<file path="config.mk">
export PLATFORM = sky130hd
export DESIGN_NAME = fcs_gen
export DESIGN_NICKNAME = d
export VERILOG_FILES = /design/src/rtl/fcs_gen_pkg.sv /design/src/rtl/fcs_gen_crc.sv /design/src/rtl/fcs_gen_err.sv /design/src/rtl/fcs_gen.sv
export SDC_FILE = /design/constraint.sdc
export NUM_CORES = 1
export LEC_CHECK = 0
export ABC_AREA = 0
export BUFFER_PORTS_ARGS = -buffer_cell sky130_fd_sc_hd__buf_2
export CAP_MARGIN = 20
export CELL_PAD_IN_SITES_DETAIL_PLACEMENT = 1
export CELL_PAD_IN_SITES_GLOBAL_PLACEMENT = 1
export CORE_AREA = 2 2 125 127
export CTS_BUF_LIST = sky130_fd_sc_hd__clkbuf_4 sky130_fd_sc_hd__clkbuf_8 sky130_fd_sc_hd__clkbuf_16
export CTS_CLUSTER_DIAMETER = 150
export CTS_CLUSTER_SIZE = 14
export DETAILED_ROUTE_END_ITERATION = 10
export DIE_AREA = 0 0 127 129
export PLACE_DENSITY = 0.91
export SYNTH_ARGS = -nofsm -noshare
export SYNTH_HDL_FRONTEND = slang
export SYNTH_SLANG_ARGS = --single-unit
</file>
<file path="constraint.sdc">
create_clock -name clk_i -period 4.25 [get_ports clk_i]
set_clock_uncertainty 0.15 [all_clocks]
set_input_delay 0.425 -clock clk_i [delete_from_list [all_inputs] [get_ports clk_i]]
set_output_delay 0.425 -clock clk_i [all_outputs]
set_load 0.005 [all_outputs]
</file>
<file path="src/rtl/fcs_gen_pkg.sv">
package fcs_gen_pkg;
  // Reflected polynomial constants for LSB-first processing
  localparam logic [15:0] POLY16_R = 16'h8408;
  localparam logic [31:0] POLY32_R = 32'hEDB8_8320;
  localparam int          BYTE_W   = 8;

  typedef enum logic {ST_DATA, ST_FCS} fcs_st_e;
endpackage

</file>
<file path="src/rtl/fcs_gen_crc.sv">
module fcs_gen_crc #(
  parameter int            W    = 32,
  parameter logic [W-1:0]  POLY = '1
) (
  input  logic         clk_i,
  input  logic         rst_ni,
  input  logic         en_i,
  input  logic         init_i,
  input  logic [7:0]   data_i,
  output logic [W-1:0] crc_next_o
);
  logic [W-1:0] crc_q;

  always_comb begin
    crc_next_o = init_i ? '1 : crc_q;
    for (int i = 0; i < 8; i++) begin
      if (crc_next_o[0] ^ data_i[i]) crc_next_o = (crc_next_o >> 1) ^ POLY;
      else                            crc_next_o = crc_next_o >> 1;
    end
  end

  always_ff @(posedge clk_i or negedge rst_ni) begin
    if (!rst_ni)   crc_q <= '1;
    else if (en_i) crc_q <= crc_next_o;
  end
endmodule

</file>
<file path="src/rtl/fcs_gen_err.sv">
module fcs_gen_err #(
  parameter int CNT_W = 8
) (
  input  logic             clk_i,
  input  logic             rst_ni,
  input  logic             sop_acc_i,
  input  logic             eop_acc_i,
  input  logic             append_i,
  input  logic             src_man_i,
  input  logic             crc32_i,
  input  logic             arm_i,
  input  logic [CNT_W-1:0] count_i,
  input  logic [CNT_W-1:0] gap_i,
  input  logic             req_i,
  output logic             err_hit_o,
  output logic [4:0]       pos_o
);
  logic [CNT_W-1:0] remain_q, gap_q;
  logic             pend_q, err_q, in_pkt_q;
  logic [4:0]       pos_q, mask;
  logic             reg_hit, sop_dec, cur;

  assign mask    = crc32_i ? 5'd31 : 5'd15;
  assign pos_o   = pos_q & mask;
  assign reg_hit = !src_man_i && (remain_q != '0) && (gap_q == '0);
  assign sop_dec = src_man_i ? (pend_q || req_i) : reg_hit;
  assign cur     = sop_acc_i ? sop_dec : err_q;
  // only meaningful in the cycle an end byte is accepted
  assign err_hit_o = append_i && (cur || (src_man_i && req_i));

  always_ff @(posedge clk_i or negedge rst_ni) begin
    if (!rst_ni) begin
      remain_q <= '0;
      gap_q    <= '0;
      pend_q   <= 1'b0;
      err_q    <= 1'b0;
      in_pkt_q <= 1'b0;
      pos_q    <= '0;
    end else begin
      if (arm_i) begin
        remain_q <= count_i;
        gap_q    <= '0;
      end else if (sop_acc_i && append_i && !src_man_i && remain_q != '0) begin
        if (gap_q == '0) begin
          remain_q <= remain_q - 1'b1;
          gap_q    <= gap_i;
        end else begin
          gap_q <= gap_q - 1'b1;
        end
      end

      if (sop_acc_i)                          err_q <= append_i && sop_dec;
      else if (in_pkt_q && src_man_i && req_i) err_q <= 1'b1;

      if (src_man_i && req_i && !in_pkt_q && !sop_acc_i) pend_q <= 1'b1;
      else if (sop_acc_i && append_i && src_man_i)       pend_q <= 1'b0;

      if (sop_acc_i && !eop_acc_i) in_pkt_q <= 1'b1;
      else if (eop_acc_i)          in_pkt_q <= 1'b0;

      if (eop_acc_i && err_hit_o) pos_q <= (pos_o + 5'd1) & mask;
    end
  end

  AST_POS_HOLD: assert property (@(posedge clk_i) disable iff (!rst_ni)
    !(eop_acc_i && err_hit_o) |=> $stable(pos_q));
  AST_REMAIN_STEP: assert property (@(posedge clk_i) disable iff (!rst_ni)
    !arm_i |=> (remain_q == $past(remain_q) || remain_q == $past(remain_q) - 1'b1));
endmodule

</file>
<file path="src/rtl/fcs_gen.sv">
module fcs_gen
  import fcs_gen_pkg::*;
#(
  parameter int CNT_W = 8
) (
  input  logic             clk_i,
  input  logic             rst_ni,
  input  logic             in_valid_i,
  output logic             in_ready_o,
  input  logic [7:0]       in_data_i,
  input  logic             in_sop_i,
  input  logic             in_eop_i,
  output logic             out_valid_o,
  output logic [7:0]       out_data_o,
  output logic             out_sop_o,
  output logic             out_eop_o,
  input  logic             cfg_crc32_i,
  input  logic             cfg_append_i,
  input  logic             cfg_err_manual_i,
  input  logic [CNT_W-1:0] cfg_err_count_i,
  input  logic [CNT_W-1:0] cfg_err_gap_i,
  input  logic             err_arm_i,
  input  logic             err_req_i
);
  fcs_st_e     st_q;
  logic        acc;
  logic [15:0] crc16_next;
  logic [31:0] crc32_next, fcs_val, err_mask, fcs_sh_q;
  logic [1:0]  idx_q, idx_last;
  logic        err_hit;
  logic [4:0]  err_pos;

  assign in_ready_o = (st_q == ST_DATA);
  assign acc        = in_valid_i && in_ready_o;
  assign idx_last   = cfg_crc32_i ? 2'd3 : 2'd1;

  fcs_gen_crc #(.W(16), .POLY(POLY16_R)) i_crc16 (
    .clk_i, .rst_ni, .en_i(acc), .init_i(in_sop_i), .data_i(in_data_i),
    .crc_next_o(crc16_next)
  );
  fcs_gen_crc #(.W(32), .POLY(POLY32_R)) i_crc32 (
    .clk_i, .rst_ni, .en_i(acc), .init_i(in_sop_i), .data_i(in_data_i),
    .crc_next_o(crc32_next)
  );

  fcs_gen_err #(.CNT_W(CNT_W)) i_err (
    .clk_i, .rst_ni,
    .sop_acc_i(acc && in_sop_i), .eop_acc_i(acc && in_eop_i),
    .append_i(cfg_append_i), .src_man_i(cfg_err_manual_i), .crc32_i(cfg_crc32_i),
    .arm_i(err_arm_i), .count_i(cfg_err_count_i), .gap_i(cfg_err_gap_i),
    .req_i(err_req_i), .err_hit_o(err_hit), .pos_o(err_pos)
  );

  assign fcs_val  = cfg_crc32_i ? ~crc32_next : {16'h0000, ~crc16_next};
  assign err_mask = err_hit ? (32'd1 << err_pos) : 32'd0;

  always_ff @(posedge clk_i or negedge rst_ni) begin
    if (!rst_ni) begin
      st_q        <= ST_DATA;
      fcs_sh_q    <= '0;
      idx_q       <= '0;
      out_valid_o <= 1'b0;
      out_data_o  <= '0;
      out_sop_o   <= 1'b0;
      out_eop_o   <= 1'b0;
    end else begin
      out_valid_o <= 1'b0;
      out_sop_o   <= 1'b0;
      out_eop_o   <= 1'b0;
      case (st_q)
        ST_DATA: if (acc) begin
          out_valid_o <= 1'b1;
          out_data_o  <= in_data_i;
          out_sop_o   <= in_sop_i;
          out_eop_o   <= in_eop_i && !cfg_append_i;
          if (in_eop_i && cfg_append_i) begin
            st_q     <= ST_FCS;
            idx_q    <= '0;
            fcs_sh_q <= fcs_val ^ err_mask;
          end
        end
        ST_FCS: begin
          out_valid_o <= 1'b1;
          out_data_o  <= fcs_sh_q[7:0];
          fcs_sh_q    <= fcs_sh_q >> 8;
          idx_q       <= idx_q + 2'd1;
          if (idx_q == idx_last) begin
            out_eop_o <= 1'b1;
            st_q      <= ST_DATA;
          end
        end
        default: st_q <= ST_DATA;
      endcase
    end
  end

  AST_ACC_ECHO: assert property (@(posedge clk_i) disable iff (!rst_ni)
    acc |=> out_valid_o && out_data_o == $past(in_data_i) && out_sop_o == $past(in_sop_i));
  AST_EOP_VALID: assert property (@(posedge clk_i) disable iff (!rst_ni)
    out_eop_o |-> out_valid_o);
  AST_STALL_AFTER_EOP: assert property (@(posedge clk_i) disable iff (!rst_ni)
    acc && in_eop_i && cfg_append_i |=> !in_ready_o && !out_eop_o);
  AST_NOAPP_NOSTALL: assert property (@(posedge clk_i) disable iff (!rst_ni)
    acc && in_eop_i && !cfg_append_i |=> in_ready_o && out_eop_o);
endmodule

</file>
==> impl_metrics.toml, run 1 <==
[yosys]
synth_warnings = 0
synthDominantCellAreaShare_pct = 22.7
ys.flop_type = "dfrtp_1"
synth_seq_cells = 118
async_reset_ff_share_pct = 100
syn_inst = 837
synthTopCellsByArea = "dfrtp_1, dfstp_2, xnor2_1, o21ai_0, nand2_1"
synthDistinctLibCells = 60
syn_nets = 881
synth_seq_area_share_pct = 39.0
synth_edf_count = 0
synth_top_cell_by_area = "dfrtp_1"
syn_avg_cell_area_um2 = 9.23
syn_area_um2 = 7730

[global_routing]
grt.total_usage_pct = 34.0
grt-ovfl-total = 0
grt_pass1_wl_mm = 42.1
grt_max_degree = 75
grt_pass1_vias = 7277
antenna_found_initial = 0

[setup_path]
critPathKind = "register to register"
cp_max_fo = 8
max_stage_delay_ps = 750
path_cells = "xnor2_1 -> nor2_1 -> xnor2_1 -> xnor3_1 -> nand2_1 -> xnor2_1 -> o21ai_0"
cp.required_ps = 4340
cp.arrival_ps = 3300
cpMostUsedCell = "xnor2_1"
cp-end-kind = "register"
crit_slowest_cell = "xnor2_1"
start_kind = "register"

[job]
cap_viol_max_count = 0

[layout]
diodes = 0
drive_gt1_share_pct = 18.5
final_cell_mix = "xnor2_1, nand2_1, o21ai_0"
final_common_cell = "xnor2_1"
areaGrowthSynthToFinish_pct = 11.8
finalNetCount = 898
fin_area_um2 = 8640

[cts]
clock_latency_ps = 440
htreeDepth = 4
clk_pin_slew_ps = 60
clock_path_buffers = 2
cts_root_buf = "clkbuf_16"
postCtsHoldBufs = 0
postCtsSetupRepairBufs = 0
cts_buffers = 17
cts_resized = 0
cts.sinks = 118
tritoncts = "done"

[drt]
wl_met1_mm = 9.95
wl_met2_mm = 13.2
route.detailed.drc = 0
wl_mm = 26.9
drt_iter0_drc = 735
wl_per_cell_um = 25.5
routed.top_layer = "met4"
vias = 6723
avgViaCountPerCell = 6.37
drtPass1Iterations = 5
route.met3.wl_mm = 2.03
ant_nets = 0

[hold_path]
hold_class = "primary input to asynchronous set/reset pin"

[die]
coreArea_um2 = 15000
ios = 46
num_rows = 45
start_util_pct = 51.6
dieArea_um2 = 16400
die_w_um = 127
die_h_um = 129

[power_and_ir_drop]
p_per_area_nw_per_um2 = 906
total_power_mw = 7.82
p_leak_nw = 3.58
vdd_drop_max_uv = 477

[place]
io_buffers = 45
place_congestion = 0.855
dp_hpwl_mm = 16.9
place_area_um2 = 8000

[sta]
finalHoldViolations = 0
worst_pin_slew_ps = 1010
fmax_ghz = 0.312
tns_ps = 0
period_needed_ps = 3210
rsz0062_at_grt = "no"
slew_violations = 0
relSlewSlack_pct = 32.8
finalSetupViolCount = 0
period_share_pct = 75.5

[run_status]
status = "finished, final reports clean"
==> path summary, 6_finish.rpt <==
kind                                     from                 to  slack (ps)  cells after the start
max                          i_crc32.crc_q[0]       fcs_sh_q[17]        1040                      7
min                                    rst_ni           idx_q[0]           7                      1
max reg2reg                  i_crc32.crc_q[0]       fcs_sh_q[17]        1040                      7
min in group clk_i         cfg_err_count_i[4]  i_err.remain_q[4]          60                      3
min reg2reg                  i_crc16.crc_q[8]   i_crc16.crc_q[8]         330                      2
max in group asynchronous              rst_ni  i_crc32.crc_q[26]        2960                      2
==> registers in the layout (all words and copies together) (netlist names) <==
register,count
fcs_sh_q,32
i_crc16.crc_q,16
i_crc32.crc_q,32
i_err.err_q,1
i_err.gap_q,8
i_err.in_pkt_q,1
i_err.pend_q,1
i_err.pos_q,5
i_err.remain_q,8
idx_q,2
out_data_o,8
out_eop_o,1
out_sop_o,1
out_valid_o,1
st_q,1
==> cell families (layout without fill, tap and decap cells) <==
family	after synthesis	after routing	share of synthesized area, %
DFF	118	118	39.0
and+or+nand+nor	260	260	15.2
AOI/OAI and AO/OA	185	185	14.4
muxes	21	21	2.72
xor gates and xnor gates	170	170	22.8
buffers and inverters	73	103	4.31
adders and majority gates	10	10	1.62
==> critical path, delay by kind of cell, from the launching register on <==
kind,cells,cell delay (ps)
AOI/OAI and AO/OA,1,150
xor gates and xnor gates,4,1720
DFF,1,740
and+or+nand+nor,2,260
==> cell type report <==
type	instances	area, µm²
Clock inverter	12	176
Inverter	15	56.3
Clock buffer	20	460
Timing Repair Buffer	56	310
Tap cell	188	235
Multi-Input combinational cell	646	4390
Sequential cell	118	3010
Fill cell	1693	6340
==> cell usage after synthesis, drive strengths merged, types with 15 or more instances <==
master,instances
xnor2,129
o21ai,113
nand2,111
nor2,74
dfrtp,70
dfstp,48
clkbuf,30
buf,28
xor2,28
a22oi,27
mux2i,21
nand3,18
nor3,18
a21oi,17
inv,15
==> per-layer routing <==
layer  vias to the layer above  global-route usage (%)
met1                      3328                    38.6
met2                       377                    57.1
met3                       149                    8.52
met4                         0                    22.9
li1                       2869                       -
met5                         -                       0
==> stage by stage <==
step	hold slack [ps]	cells	utilization (%)	setup WS, ps
after global routing	68.8	1055	57.7	1030
after global placement	297	1022	53.4	1150
after CTS	31.3	1054	57.6	783
after detailed placement	310	1022	53.4	1030
final	6.60	1055	57.7	1040
after floorplan	-20.6	837	-	1720
==> report_power, final <==
group | switching (mW) | internal (mW) | total [mW]
Combinational | 2.39 | 1.64 | 4.03
Sequential | 0.492 | 1.72 | 2.21
Clock | 0.571 | 1.02 | 1.59
Note: power is estimated with default switching activity, not from simulation.
==> run 2, diff against run 1 <==
--- a/config.mk
+++ b/config.mk
@@ -5,18 +5,18 @@
 export SDC_FILE = /design/constraint.sdc
 export NUM_CORES = 1
 export LEC_CHECK = 0
-export ABC_AREA = 0
+export ABC_AREA = 1
 export BUFFER_PORTS_ARGS = -buffer_cell sky130_fd_sc_hd__buf_2
 export CAP_MARGIN = 20
 export CELL_PAD_IN_SITES_DETAIL_PLACEMENT = 1
 export CELL_PAD_IN_SITES_GLOBAL_PLACEMENT = 1
-export CORE_AREA = 2 2 125 127
+export CORE_AREA = 2 2 135 137
 export CTS_BUF_LIST = sky130_fd_sc_hd__clkbuf_4 sky130_fd_sc_hd__clkbuf_8 sky130_fd_sc_hd__clkbuf_16
 export CTS_CLUSTER_DIAMETER = 150
 export CTS_CLUSTER_SIZE = 14
 export DETAILED_ROUTE_END_ITERATION = 10
-export DIE_AREA = 0 0 127 129
-export PLACE_DENSITY = 0.91
+export DIE_AREA = 0 0 137 139
+export PLACE_DENSITY = 0.85
 export SYNTH_ARGS = -nofsm -noshare
 export SYNTH_HDL_FRONTEND = slang
 export SYNTH_SLANG_ARGS = --single-unit
==> constraint.sdc (replaced) <==
create_clock -name clk_i -period 3.23 [get_ports clk_i]
set_clock_uncertainty 0.15 [all_clocks]
set_input_delay 0.323 -clock clk_i [delete_from_list [all_inputs] [get_ports clk_i]]
set_output_delay 0.323 -clock clk_i [all_outputs]
set_load 0.005 [all_outputs]
==> run 2 against run 1 <==
  * Sequential share of layout area down 1.5 points
  * Critical endpoint is now fcs_sh_q[4]
  * Synthesized area up 2.7%
  * Register-to-register slack worse by 660 ps
  * Cell count up 31%
  * Global-route usage down 4.4 points
==> impl_metrics.toml, run 2 <==
[run_status]
status = "finished, final reports clean"

[yosys]
yosysMostFrequentCell = "nand2_1"
syn_area_um2 = 7940
synth_top_family_by_area = "simple AND/OR/NAND/NOR gates"
synthSimpleGateAreaFrac_pct = 32.8
syn_nets = 1145
synth_edf_count = 0
async_reset_ff_share_pct = 100
synth_top_cell_by_area = "dfrtp_1"
synth_seq_cells = 118
synth_warnings = 0
synthTopCellsByArea = "dfrtp_1, nand2_1, dfstp_2, xor2_1, nand3_1"
synth_compound_area_share_pct = 10.9
synthDistinctLibCells = 49
syn_inst = 1101
syn_avg_cell_area_um2 = 7.21
ys.flop_type = "dfrtp_1"
synthDominantCellAreaShare_pct = 22.1
synthXorXnorAreaFrac_pct = 8.45
synth_seq_area_share_pct = 38.0
synth_mux_area_share_pct = 0
synth_fa_ha_area_share_pct = 1.58
yosys-top-cells-count = "nand2_1, inv_1, nor2_1"

[setup_path]
r2r_cells = 14
max_stage_delay_ps = 380
cp-end-kind = "register"
cp.arrival_ps = 3030
critPathKind = "register to register"
crit_slowest_cell = "dfrtp_1"
path_cells = "inv_1 -> ha_1 -> nor3b_1 -> nand2_1 -> inv_1 -> nand3_2 -> nand3_4 -> nand2_2 -> inv_2 -> nand2_1 -> inv_1 -> nand3_1 -> nand3_1 -> nand2_1"
start_kind = "register"
cp.required_ps = 3400
cp_max_fo = 20

[place]
dp_hpwl_mm = 19.3
io_buffers = 45
place_ws_ps = 416
place_congestion = 0.891

[drt]
vias = 7658
drt_iter0_drc = 422
wl_per_cell_um = 19.5
drtPass1Iterations = 5
route.detailed.drc = 0
wl_mm = 26.9
avgViaCountPerCell = 5.53
ant_nets = 0

[job]
cap_viol_max_count = 0

[cts]
cts_root_buf = "clkbuf_16"
clock_path_buffers = 2
clk_pin_slew_ps = 70
cts_buffers = 17
htreeDepth = 4
postCtsSetupRepairBufs = 0
clock_latency_ps = 440
tritoncts = "done"
cts.sinks = 118

[layout]
reg.largest.list = "fcs_sh_q: 32 flops, i_crc32.crc_q: 32 flops, i_crc16.crc_q: 16 flops"
final_cell_mix = "nand2_1, inv_1, nor2_1"
finalNetCount = 1186
areaGrowthSynthToFinish_pct = 13.7
n_fill_cell = 2263
final_common_cell = "nand2_1"
diodes = 0
drive_gt1_share_pct = 17.3

[sta]
fmax_ghz = 0.351
period_share_pct = 88.2
finalSetupViolCount = 0
rsz0062_at_grt = "no"
tns_ps = 0
postLayoutSetupSlackWorst_ps = 380
relSlewSlack_pct = 46.6
period_needed_ps = 2850
worst_pin_slew_ps = 801
slew_violations = 0
finalHoldViolations = 0

[die]
num_rows = 49
dieArea_um2 = 19000
start_util_pct = 44.9
die_w_um = 137
coreArea_um2 = 17700
die_h_um = 139
ios = 46

[global_routing]
antenna_found_initial = 0
grt.total_usage_pct = 29.7
grt-ovfl-total = 0
grt_pass1_vias = 8115
grt_max_degree = 77
grt_pass1_wl_mm = 43.2

[power_and_ir_drop]
total_power_mw = 8.35
vdd_drop_max_uv = 448
p_leak_nw = 4.48
p_per_area_nw_per_um2 = 925

[hold_path]
worstHoldPathCells = 3
hold_class = "primary input to register"
-- run 2: worst max-delay path: cells and delay by family (launching register included) --
family | cells | cell delay, ps
buffers and inverters | 4 | 730
DFF | 1 | 380
adders and majority gates | 1 | 180
and+or+nand+nor | 9 | 1290
-- run 2: per-stage QoR --
step,instance area (µm²),utilization (%),cells,hold WS [ps]
after global placement,8320,47.1,1346,306
after CTS,9020,51.1,1384,0.130
after detailed placement,8320,47.1,1346,303
final,9020,51.1,1384,8.65
after floorplan,7940,-,1101,-123
after global routing,9020,51.1,1384,36.5
-- run 2: layout make-up --
class                      count  area (µm²)  area share, %
timing repair buffer          61         375           4.16
tap                          229         287           3.18
inverter                     116         440           4.88
sequential                   118        3010           33.4
clock buffer                  21         508           5.63
multi-input combinational    828        4270           47.3
clock inverter                11         133           1.47
-- run 2: metal layers --
layer | track usage [%] | share of wire (%)
met1 | 37.3 | 43
met2 | 48.1 | 47
met3 | 6.91 | 5.4
met4 | 13.7 | 4.3
met5 | 0 | 0
-- run 2: cell families (layout without fill, tap and decap cells) --
logic type               count (synthesis)  count (layout)
adder cells (fa/ha/maj)                 10              10
AO/OA/AOI/OAI                          147             147
XOR/XNOR                                71              71
AND/OR/NAND/NOR                        600             600
buffers and inverters                  155             209
flip-flops                             118             118
-- run 2: final timing paths --
kind | slack (ps) | endpoint | startpoint
hold reg to reg | 320 | i_crc32.crc_q[29] | i_crc32.crc_q[29]
setup / recovery | 380 | fcs_sh_q[4] | i_err.gap_q[0]
max in group asynchronous | 1710 | i_crc32.crc_q[18] | rst_ni
setup reg to reg | 380 | fcs_sh_q[4] | i_err.gap_q[0]
hold / removal | 9 | i_err.remain_q[1] | cfg_err_count_i[1]
min in group asynchronous | 350 | i_err.remain_q[0] | rst_ni
-- run 2: timing repair --
item / 4_1_cts / 5_1_grt
gates resized for setup: 0 / 0
hold endpoints to repair: 56 / 0
hold buffers: 6 / 0
-- run 2: where the power goes --
group / internal, mW / total [mW] / switching (mW)
registers: 2.24 / 2.64 / 0.396
clock network: 1.29 / 2.07 / 0.776
logic: 1.11 / 3.64 / 2.53
total: 4.64 / 8.35 / 3.70
==> run 3, diff against run 2 <==
--- a/config.mk
+++ b/config.mk
@@ -10,13 +10,14 @@
 export CAP_MARGIN = 20
 export CELL_PAD_IN_SITES_DETAIL_PLACEMENT = 1
 export CELL_PAD_IN_SITES_GLOBAL_PLACEMENT = 1
-export CORE_AREA = 2 2 135 137
+export CORE_AREA = 2 2 137 139
 export CTS_BUF_LIST = sky130_fd_sc_hd__clkbuf_4 sky130_fd_sc_hd__clkbuf_8 sky130_fd_sc_hd__clkbuf_16
 export CTS_CLUSTER_DIAMETER = 150
 export CTS_CLUSTER_SIZE = 14
 export DETAILED_ROUTE_END_ITERATION = 10
-export DIE_AREA = 0 0 137 139
-export PLACE_DENSITY = 0.85
+export DIE_AREA = 0 0 139 141
+export PLACE_DENSITY = 0.91
 export SYNTH_ARGS = -nofsm -noshare
 export SYNTH_HDL_FRONTEND = slang
+export SYNTH_HIERARCHICAL = 1
 export SYNTH_SLANG_ARGS = --single-unit
==> constraint.sdc (replaced) <==
create_clock -name clk_i -period 3.5 [get_ports clk_i]
set_clock_uncertainty 0.15 [all_clocks]
set_input_delay 0.35 -clock clk_i [delete_from_list [all_inputs] [get_ports clk_i]]
set_output_delay 0.35 -clock clk_i [all_outputs]
set_load 0.005 [all_outputs]
==> run 3 against run 2 <==
  * Combinational power increased by 5.5%
  * Highest routed layer unchanged
  * Sequential share of layout area decreased by 2.2 points
  * Largest power group unchanged
  * Hold slack got worse by 1.7 ps
==> impl_metrics.toml, run 3 <==
[cts]
cts.sinks = 118
clk_pin_slew_ps = 60
clock_path_buffers = 2
postCtsSetupRepairBufs = 0
clock_latency_ps = 430
tritoncts = "done"
cts_buffers = 17
htreeDepth = 4
cts_root_buf = "clkbuf_16"

[sta]
fmax_ghz = 0.344
period_needed_ps = 2910
relSlewSlack_pct = 29.2
slew_violations = 0
rsz0062_at_grt = "no"
finalSetupViolCount = 0
worst_pin_slew_ps = 1060
period_share_pct = 83.1
tns_ps = 0
finalHoldViolations = 0

[global_routing]
grt_max_degree = 58
grt.total_usage_pct = 30.9
grt-ovfl-total = 0
antenna_found_initial = 0
grt_pass1_wl_mm = 47.6
grt_pass1_vias = 9069

[setup_path]
max_stage_delay_ps = 390
start_kind = "register"
cp.required_ps = 3710
crit_slowest_cell = "dfrtp_1"
critPathKind = "register to register"
cpMostUsedCell = "nand2_1"
cp_max_fo = 21
cp-end-kind = "register"
path_cells = "inv_1 -> ha_1 -> nand3_4 -> nor2_8 -> nand2_2 -> nand2_1 -> nand2_1 -> nand2_1 -> nand2_2 -> a21boi_0 -> inv_2 -> nor2_4 -> buf_4 -> nand3_1 -> nand2_1 -> nand3_1 -> nand2_1"
cp.arrival_ps = 3120

[drt]
avgViaCountPerCell = 5.55
drtPass1Iterations = 5
ant_nets = 0
wl_per_cell_um = 18.9
route.detailed.drc = 0
vias = 8609
drt_iter0_drc = 678
wl_mm = 29.4

[layout]
reg.largest.list = "fcs_sh_q: 32 flops, i_crc32/crc_q: 32 flops, i_crc16/crc_q: 16 flops"
diodes = 0
final_common_cell = "nand2_1"
drive_gt1_share_pct = 18.4
areaGrowthSynthToFinish_pct = 10.9
n_fill_cell = 2405
multi_input_area_um2 = 4610
finalNetCount = 1344
final-seq-area_um2 = 3010
final_cell_mix = "nand2_1, inv_1, nand3_1"
utilization_pct = 52.8
stdcell_count = 1552

[yosys]
yosysMostFrequentCell = "nand2_1"
synth_edf_count = 0
synthDominantCellAreaShare_pct = 20.1
synth_seq_area_share_pct = 34.6
synth_seq_cells = 118
syn_inst = 1275
synthDistinctLibCells = 45
syn_area_um2 = 8700
yosys-top-cells-count = "nand2_1, inv_1, nand3_1"
syn_avg_cell_area_um2 = 6.82
synth_top_cell_by_area = "dfrtp_1"
synthTopCellsByArea = "dfrtp_1, nand2_1, dfstp_2, inv_1, nand3_1"
async_reset_ff_share_pct = 100
syn_nets = 1314
ys.flop_type = "dfrtp_1"
synth_warnings = 6

[die]
dieArea_um2 = 19600
die_h_um = 141
die_w_um = 139
ios = 46
start_util_pct = 47.6
num_rows = 50
coreArea_um2 = 18300

[run_status]
status = "finished, final reports clean"

[power_and_ir_drop]
p_leak_nw = 4.98
p_per_area_nw_per_um2 = 846
vdd_drop_max_uv = 464

[place]
place_inst = 1519
io_buffers = 45
place_congestion = 0.942
dp_hpwl_mm = 20.5

[hold_path]
hold_class = "primary input to register"

[job]
cap_viol_max_count = 0
## run 3: cell types whose count changed in the layout (fill, tap and decap cells not counted), moves of 12 or more
cell     delta
and2_1     +14
nand2_2    +21
xor2_1     -22
nand4_1    +12
a31oi_1    -12
nand2_1    +42
o21ai_0    -19
nand3_1    +46
inv_1      +77
## run 3: per-layer routing
| layer | vias up | track usage, % | routed length [µm] | share of wire, % |
|---|---|---|---|---|
| li1 | 4016 | - | - | - |
| met1 | 4229 | 38.2 | 12100 | 41 |
| met2 | 293 | 54.1 | 14700 | 50 |
| met3 | 71 | 5.26 | 1640 | 5.6 |
| met4 | 0 | 11.9 | 930 | 3.2 |
| met5 | - | 0 | 0 | 0 |
## run 3: final timing paths
kind | cells past startpoint | end | slack, ps | startpoint
worst min register to register | 2 | i_crc32/crc_q[22] | 320 | i_crc32/crc_q[22]
max in group asynchronous | 3 | i_crc32/crc_q[27] | 1920 | rst_ni
worst min-delay path | 3 | i_err/remain_q[4] | 7 | cfg_err_count_i[4]
worst max-delay path | 17 | fcs_sh_q[11] | 590 | i_err/gap_q[0]
min in group asynchronous | 2 | i_err/gap_q[4] | 400 | rst_ni
worst max register to register | 17 | fcs_sh_q[11] | 590 | i_err/gap_q[0]
## run 3: worst max-delay path, delay by kind of cell, from the launching register on
family / cells / cell delay (ps)
AND/OR/NAND/NOR: 12 / 1200
buffers and inverters: 3 / 500
flip-flops: 1 / 390
AO/OA/AOI/OAI: 1 / 360
adder cells (fa/ha/maj): 1 / 220
## run 3: kinds of logic after synthesis
group / synth area share, %
AO/OA/AOI/OAI: 8.18
adder cells (fa/ha/maj): 0.719
AND/OR/NAND/NOR: 37.9
flip-flops: 34.6
buffers and inverters: 12.5
XOR/XNOR: 6.07
## run 3: per-stage QoR
stage	setup WS, ps	hold WS, ps	total power [mW]	area (µm²)
after floorplan	1150	-95.6	5.05	8700
after global placement	714	304	5.89	9000
after detailed placement	583	307	6.11	9000
after CTS	598	7.92	8.13	9650
after global routing	349	17.4	8.68	9650
final	592	6.97	8.16	9650
## run 3: layout make-up
cell class              count  share of cell area, %
repair buffers             57                   3.45
clock inverters             7                  0.921
well taps                 234                   3.04
inverters                 202                   7.93
clock buffers              25                   5.66
multi-input cells         909                   47.8
flip-flops and latches    118                   31.2
## run 3: what timing repair did
action                                 in CTS  in global routing
resized for setup                           0                  0
endpoints found under the hold margin      20                  0
hold buffers                                1                  0
## run 3: power by group
part,switching [mW],internal (mW),leakage (nW)
Sequential,0.376,2.05,1.42
Combinational,2.67,1.17,3.24
Clock,0.672,1.22,0.320
Total,3.72,4.44,4.98
